`src/rtl/dntimer_pkg.sv`:
```
package dntimer_pkg;

  // Bit position of timer n's mode bit inside the control word.
  function automatic int mode_bit(input int n);
    return 4 + 2 * n;
  endfunction

  // Bit position of timer n's clock-select bit inside the control word.
  function automatic int sel_bit(input int n);
    return 5 + 2 * n;
  endfunction

  // Mask of all defined control bits for a given timer count.
  function automatic logic [31:0] ctrl_mask(input int n_tmr);
    logic [31:0] m;
    m = '0;
    for (int k = 0; k < n_tmr; k++) begin
      m[mode_bit(k)] = 1'b1;
      m[sel_bit(k)]  = 1'b1;
    end
    return m;
  endfunction

  // Count value that follows one step.
  function automatic logic [31:0] step_value(input logic [31:0] cur,
                                             input logic [31:0] rld,
                                             input logic        reload_mode,
                                             input int          width);
    logic [31:0] all_ones;
    all_ones = (32'h1 << width) - 32'h1;
    if (cur == 32'h0) return reload_mode ? rld : all_ones;
    return cur - 32'h1;
  endfunction

endpackage

```
`src/rtl/dntimer_prescale.sv`:
```
module dntimer_prescale #(
  parameter int PRE_W = 8
) (
  input  logic             clk,
  input  logic             rst_n,
  input  logic             tick_i,
  input  logic             sel_direct_i,
  input  logic             clr_i,
  output logic [PRE_W-1:0] pre_o,
  output logic             adv_o
);
  logic [PRE_W-1:0] pre_q;

  always_ff @(posedge clk) begin
    if (!rst_n)                        pre_q <= '0;
    else if (clr_i)                    pre_q <= '0;
    else if (tick_i && !sel_direct_i)  pre_q <= pre_q + 1'b1;
  end

  assign pre_o = pre_q;
  assign adv_o = tick_i && (sel_direct_i || (pre_q == '1));
endmodule

```
`src/rtl/dntimer_chan.sv`:
```
module dntimer_chan
  import dntimer_pkg::*;
#(
  parameter int CNT_W = 16
) (
  input  logic             clk,
  input  logic             rst_n,
  input  logic             load_we_i,
  input  logic [CNT_W-1:0] load_data_i,
  input  logic             adv_i,
  input  logic             reload_mode_i,
  output logic [CNT_W-1:0] cnt_o,
  output logic [CNT_W-1:0] rld_o,
  output logic             irq_o
);
  logic [CNT_W-1:0] cnt_q, rld_q, stepped;
  logic             irq_q, uflow;

  assign uflow   = adv_i && !load_we_i && (cnt_q == '0);
  assign stepped = CNT_W'(step_value(32'(cnt_q), 32'(rld_q), reload_mode_i, CNT_W));

  always_ff @(posedge clk) begin
    if (!rst_n) begin
      cnt_q <= '0;
      rld_q <= '0;
      irq_q <= 1'b0;
    end else begin
      irq_q <= uflow;
      if (load_we_i) begin
        cnt_q <= load_data_i;
        rld_q <= load_data_i;
      end else if (adv_i) begin
        cnt_q <= stepped;
      end
    end
  end

  assign cnt_o = cnt_q;
  assign rld_o = rld_q;
  assign irq_o = irq_q;
endmodule

```
`src/rtl/dual_dntimer.sv`:
```
module dual_dntimer
  import dntimer_pkg::*;
#(
  parameter int NUM_TMR = 2,
  parameter int CNT_W   = 16,
  parameter int PRE_W   = 8
) (
  input  logic                            clk,
  input  logic                            rst_n,
  input  logic                            ref_tick,
  input  logic                            wr_en,
  input  logic [$clog2(NUM_TMR+1)-1:0]    wr_addr,
  input  logic [CNT_W-1:0]                wr_data,
  input  logic [$clog2(NUM_TMR+1)-1:0]    rd_addr,
  output logic [CNT_W-1:0]                rd_data,
  output logic [NUM_TMR-1:0]              irq
);
  localparam int              ADDR_W    = $clog2(NUM_TMR + 1);
  localparam logic [CNT_W-1:0] CTRL_MASK = CNT_W'(ctrl_mask(NUM_TMR));

  logic [CNT_W-1:0]               ctrl_q;
  logic                           ctrl_we;
  logic [NUM_TMR-1:0]             ld_we, sel_chg, adv_v;
  logic [NUM_TMR-1:0][CNT_W-1:0]  cnt_v, rld_v;
  logic [NUM_TMR-1:0][PRE_W-1:0]  pre_v;

  assign ctrl_we = wr_en && (wr_addr == ADDR_W'(NUM_TMR));

  always_ff @(posedge clk) begin
    if (!rst_n)       ctrl_q <= '0;
    else if (ctrl_we) ctrl_q <= wr_data & CTRL_MASK;
  end

  for (genvar i = 0; i < NUM_TMR; i++) begin : g_tmr
    localparam int MB = mode_bit(i);
    localparam int SB = sel_bit(i);

    assign ld_we[i]   = wr_en && (wr_addr == ADDR_W'(i));
    assign sel_chg[i] = ctrl_we && (wr_data[SB] != ctrl_q[SB]);

    dntimer_prescale #(.PRE_W(PRE_W)) u_pre (
      .clk          (clk),
      .rst_n        (rst_n),
      .tick_i       (ref_tick),
      .sel_direct_i (ctrl_q[SB]),
      .clr_i        (sel_chg[i]),
      .pre_o        (pre_v[i]),
      .adv_o        (adv_v[i])
    );

    dntimer_chan #(.CNT_W(CNT_W)) u_chan (
      .clk           (clk),
      .rst_n         (rst_n),
      .load_we_i     (ld_we[i]),
      .load_data_i   (wr_data),
      .adv_i         (adv_v[i]),
      .reload_mode_i (ctrl_q[MB]),
      .cnt_o         (cnt_v[i]),
      .rld_o         (rld_v[i]),
      .irq_o         (irq[i])
    );
  end

  always_comb begin
    rd_data = '0;
    for (int k = 0; k < NUM_TMR; k++)
      if (rd_addr == ADDR_W'(k)) rd_data = cnt_v[k];
    if (rd_addr == ADDR_W'(NUM_TMR)) rd_data = ctrl_q;
  end
endmodule

```
`config.mk`:
```
export PLATFORM = sky130hd
export DESIGN_NAME = dual_dntimer
export DESIGN_NICKNAME = d
export VERILOG_FILES = /design/src/rtl/dntimer_pkg.sv /design/src/rtl/dntimer_prescale.sv /design/src/rtl/dntimer_chan.sv /design/src/rtl/dual_dntimer.sv
export SDC_FILE = /design/constraint.sdc
export NUM_CORES = 1
export LEC_CHECK = 0
export BUFFER_PORTS_ARGS = -buffer_cell sky130_fd_sc_hd__buf_4
export CAP_MARGIN = 20
export CORE_ASPECT_RATIO = 0.8
export CORE_UTILIZATION = 49
export DETAILED_ROUTE_END_ITERATION = 7
export HOLD_SLACK_MARGIN = 0.12
export PLACE_DENSITY = 0.67
export SYNTH_ARGS = -nofsm -noshare
export SYNTH_HDL_FRONTEND = slang
export SYNTH_SLANG_ARGS = --single-unit
```
`constraint.sdc`:
```
create_clock -name clk -period 2.4 [get_ports clk]
set_input_delay 0.24 -clock clk [delete_from_list [all_inputs] [get_ports clk]]
set_output_delay 0.24 -clock clk [all_outputs]
set_load 0.01 [all_outputs]
```
---- Word level (Yosys, flattened, before mapping) ----
Index checks and enable logic that the tools add are counted.
operators by class
  add/subtract/negate cells ............... 4
  eq/ne operators ......................... 8
  multiplexer cells ....................... 15
  bitwise operators ....................... 1
  reduce and logical (&&, ||, !) cells .... 27
operator list
  operator               number
  $mux 16                13
  $logic_not 16->1       2
  $sub 16x1->16 const B  2
  $add 8x1->8 const B    2
  $eq 8x8->1 const B     2
  $logic_and 1x1->1      13
  $eq 2x1->1 const B     2
  $eq 2x2->1 const B     2
  $logic_not 1->1        4
  $logic_not 2->1        2
  $reduce_bool 2->1      2
  $reduce_or 2->1        2
  $logic_or 1x1->1       2
  $mux 1                 2
  $ne 1x1->1             2
  $not 1->1              1
storage, ports and cells
  register bits after elaboration ......... 86
  input port bits ......................... 24
  output and inout bits ................... 18
  logic and storage cells ................. 64

---- Depth between registers and ports, before layout ----
  word-level depth ........................ 5
  gate-level depth with buffers ........... 8
  depth with buffers taken out ............ 7

---- Modules after synthesis ----
From an unflattened synthesis, not the netlist that was laid out.
second synthesis, totals
  cell total of the unflattened synthesis .. 561
  area total of the unflattened synthesis .. 4899.7 µm²
by module, submodules not included
  module            times used  cells an instance  area an instance (µm²)  seq. area each (µm²)
  dntimer_chan      2           205                1811.7                  660.6
  dntimer_prescale  2           44                 385.4                   160.2
  dual_dntimer      1           63                 505.5                   80.1

---- Worst setup path before layout ----
Ideal clock, no wire load.
  kind .................................... register to register
  start ................................... register g_tmr[0].u_chan.cnt_q[0]
  end ..................................... register g_tmr[0].u_chan.cnt_q[14]
  library setup time ...................... 133 ps
  arrival time ............................ 1649 ps
  data required time ...................... 2267 ps
  setup slack ............................. 618 ps
  stages on the path, launching flop included .. 9
  buffers on the path ..................... 1
  clock period less this slack ............ 1782 ps
  path through ............................ dfxtp_1 > inv_1 > ha_1 > nor4b_2 > nand4_2 > buf_2 > o311a_1 > o21ai_1 > a31oi_1
on the way
  longest elaborated chain between the ends .. 5
  elaborated cells on any way between the ends .. 6
  classes of those cells .................. add/sub (1); mux (4); reduce/logical (1)
ends and longest elaborated chain
  element                                                line                RTL
  start: declaration                                     dntimer_chan.sv:16  logic [CNT_W-1:0] cnt_q, rld_q, stepped;
  start signal: assignment                               dntimer_chan.sv:30  cnt_q <= load_data_i;
  start signal: assignment                               dntimer_chan.sv:33  cnt_q <= stepped;
  branches (longest 2 deep; another with $sub 16x1->16)  n/a
  $mux 16 (*)                                            dntimer_pkg.sv:32   return cur - 32'h1;
  $mux 16 (*)                                            dntimer_chan.sv:32  end else if (adv_i) begin
  $mux 16 (*)                                            dntimer_chan.sv:29  if (load_we_i) begin
Mark *: on every way between the ends. The select of a mux whose other input is x is not followed.
A chain may end at the register's enable or synchronous reset.

---- Worst setup path in the final report ----
  start ................................... register g_tmr[1].u_pre.pre_q[0]
  end ..................................... register g_tmr[1].u_chan.cnt_q[10]
on the way
  longest elaborated chain between the ends .. 4
ends and longest elaborated chain
  element                      line                    RTL
  start: declaration           dntimer_prescale.sv:12  logic [PRE_W-1:0] pre_q;
  start signal: assignment     dntimer_prescale.sv:17  else if (tick_i && !sel_direct_i) pre_q <= pre_q + 1'b1;
  $eq 8x8->1                   dntimer_prescale.sv:21  assign adv_o = tick_i && (sel_direct_i || (pre_q == '1));
  $logic_or 1x1->1             dntimer_prescale.sv:21
  $logic_and 1x1->1            dntimer_prescale.sv:21
  $reduce_bool 2->1 (no line)  n/a
  end signal: assignment       dntimer_chan.sv:30
  end signal: assignment       dntimer_chan.sv:33
  end: declaration             dntimer_chan.sv:16
Every way passes these cells.

==> qor.csv <==
metric;value;unit
share of post-route cells with drive strength above 1;15.1;%
Layout Skew;5.63;ps
ys async rst share;0;%
XOR/XNOR share of the synthesized area;5.90;%
Min-Delay Path Depth;3;
number of global-route vias before repair;3844;
Clk pin slew, worst setup/hold paths;60;ps
Final Power;3790;uW
mux cell area share after synthesis;5.03;%
Critical path buffers and inverters;0;
top post-synthesis cells by area;dfxtp_1, nand2_1, a21oi_1;
CP max stage cell;nand2b_1;
delay-heaviest family, CP;compound AO/OA/AOI/OAI gates;
CP cell instances;ha_1, nand4_1, o21ai_1, nand2b_1, o221ai_1, a221oi_1;
drt drc;0;
Die Span Y;88.7;um
R2R Setup Slk;260;ps
ys flop type;dfxtp_1;
unrepaired setup endpoints after global routing;no;
Sink Count;86;
Tot GR Track Use;28.5;%
area leader, netlist;dfxtp_1;
compound-cell area share of the yosys netlist;20.0;%
initial antenna violation count;0;
num rows;31;
adder-cell area share of the yosys netlist;1.63;%
io pins;42;
Post-DRT Antenna Nets;0;
worst path required time;2640;ps
Post-Synth Simple-Gate Area;25.5;%
type of the worst min-delay path;in2reg;
crit path max fanout;16;
Final Hold Violating Endpoints;0;
Period minus WS final;2140;ps
Power Density;710;mW/mm^2
global route overflow;0;
DP Cell Count;706;
Final Max Tran Viols;0;
Hold Path Origin;wr_data[6];
ant diodes;0;
die width;110;um
via/cell ratio;6.20;
Post-Syn Area;0.00460;sq mm
CTS Buffer Depth;2;
most common cell in the netlist;nand2_1;
data arrival time of the worst path;2390;ps
CTS tree;done;
drt first pass iters;4;
synth cell count leaders;nand2_1, dfxtp_1, nor2_1;
Worst-Skew Late Latency;350;ps
# fillers;855;
Critical R2R Capture;g_tmr[1].u_chan.cnt_o[10]$_SDFFE_PN0P_;
setup TNS;0;ps
Final Wtd Congestion;0.938;
Area growth, synth to finish;16.0;%
cells after synthesis;570;
core area;0.00908;sq mm
layout net count;633;
Final Non-Filler Cells;723;
maximum VDD drop;533;uV
initial core utilization;50.7;%
crit-path max cell delay;560;ps
number of I/O port buffers;41;
TritonCTS Buffers;9;
pin count of the biggest net entering global routing;36;
Routed WL;13400;um
Setup crit end kind;flop;
Yosys cell types;62;
Syn Area/Cell;8.07;sq um
Iter 0 DRT Violations;425;
R2R Path Start;g_tmr[1].u_pre.pre_o[0]$_SDFFE_PP0P_;
Final setup viols;0;
Net Count, Synth;600;
slew at the pin closest to its max-slew limit;631;ps
Synth top area share;37.4;%
crit path kind;reg2reg;
first-pass GRT wire length;20700;um
Post-Route Utilization;58.8;%
YS warnings;0;
post-synthesis sequential area ratio;37.4;%
die area;0.00978;sq mm
htree depth;3;
root cell of the clock tree;clkbuf_16;
number of enable flip-flop cells after synthesis;0;
hpwl dp;9630;um
status;finished clean;
Synth Register Bits;86;
Rel. slew slack;57.9;%
largest family of logic cells by synthesized area;simple AND/OR/NAND/NOR gates;
CP startpoint;g_tmr[1].u_pre.pre_o[0]$_SDFFE_PP0P_;
Fmax achieved;466;MHz
P_leak;0.00203;uW
startpoint types;flop;
WHS;146;ps
Worst Hold End;ctrl_q[6]$_SDFFE_PN0P_;
Max Cap Violations;0;
wire per inst;18.5;um
crit share post-route;89.3;%
Reg2Reg Depth;6;
routed vias;4484;
## sequential cells by signal, summed over array words and instances (netlist names)
register	count
g_tmr.u_chan.irq_o	2
g_tmr.u_pre.pre_o	16
ctrl_q	4
g_tmr.u_chan.cnt_o	32
g_tmr.u_chan.rld_o	32
## power breakdown
group | switching [uW] | total [uW] | internal, uW
sequential | 80.4 | 1570 | 1490
combinational | 451 | 772 | 321
clock | 588 | 1450 | 863
total | 1120 | 3790 | 2670
## worst max-delay path by stage
stage                                        endpoint  cells past startpoint  slack, ps
5_1_grt        g_tmr[1].u_chan.cnt_o[14]$_SDFFE_PN0P_                      6        110
2_1_floorplan  g_tmr[0].u_chan.cnt_o[14]$_SDFFE_PN0P_                      8        620
6_report       g_tmr[1].u_chan.cnt_o[10]$_SDFFE_PN0P_                      6        260
3_5_place_dp    g_tmr[1].u_chan.cnt_o[8]$_SDFFE_PN0P_                      8        180
3_3_place_gp    g_tmr[1].u_chan.cnt_o[8]$_SDFFE_PN0P_                      8        230
4_1_cts         g_tmr[1].u_chan.cnt_o[8]$_SDFFE_PN0P_                      8        140
## cells by family after synthesis
kind of cell | Yosys count
AO/OA/AOI/OAI | 140
XOR/XNOR | 31
adder cells (fa/ha/maj) | 6
buffers and inverters | 46
flip-flops | 86
multiplexers | 23
AND/OR/NAND/NOR | 238
## tightest hold or removal path, delay by kind of cell
family / cells / cell delay [ps]
buf+inv: 1 / 90
simple gates: 1 / 70
mux: 1 / 60
## per-layer routing
| metal | wire length (um) | global-route usage, % |
|---|---|---|
| met3 | 1240 | 8.84 |
| met1 | 6240 | 42.0 |
| met5 | 0 | 0 |
| met4 | 109 | 5.38 |
| met2 | 5810 | 40.7 |
## final cells by class
| cell class | instances | area, sq um | share of cell area, % |
|---|---|---|---|
| inverters | 7 | 26.3 | 0.492 |
| flip-flops and latches | 86 | 1720 | 32.2 |
| clock buffers | 11 | 253 | 4.73 |
| repair buffers | 61 | 458 | 8.58 |
| clock inverters | 5 | 57.6 | 1.08 |
| multi-input cells | 438 | 2680 | 50.2 |
| well taps | 115 | 144 | 2.70 |
## cell usage in the layout, fill, tap and decap left out, types with 3 or more instances in the layout
cell,synthesis,final
nand2_1,98,98
dfxtp_1,86,86
buf_4,2,61
nor2_1,48,48
a21oi_1,45,45
mux2i_1,22,22
nor3_1,18,18
o21ai_0,16,16
xnor2_1,16,16
nand3_1,16,16
a31oi_1,16,16
xor2_1,15,15
o311ai_1,13,13
nand4_1,11,11
clkbuf_16,0,9
o221ai_1,8,8
or3_1,7,7
inv_1,6,6
and4_1,6,6
o211ai_1,6,6
ha_1,6,6
o21ai_1,5,5
nor2b_1,4,4
nor4_2,4,4
nor3b_1,5,4
a221oi_1,4,4
and3_1,3,3
o22ai_1,3,3
a21boi_0,3,3
o31ai_1,3,3
## timing repair
action                                  CTS  global route
hold buffers                              0             0
resized for setup                         0             0
endpoints found under the setup margin    0             7
buffers inserted                          0             1
## stage by stage
stage,setup slack (ps),cell area [sq um]
2_1_floorplan,618,4600
3_3_place_gp,233,5020
3_5_place_dp,181,5020
4_1_cts,143,5330
5_1_grt,111,5340
6_report,256,5340
No activity file was read; power rests on OpenSTA's default activity.
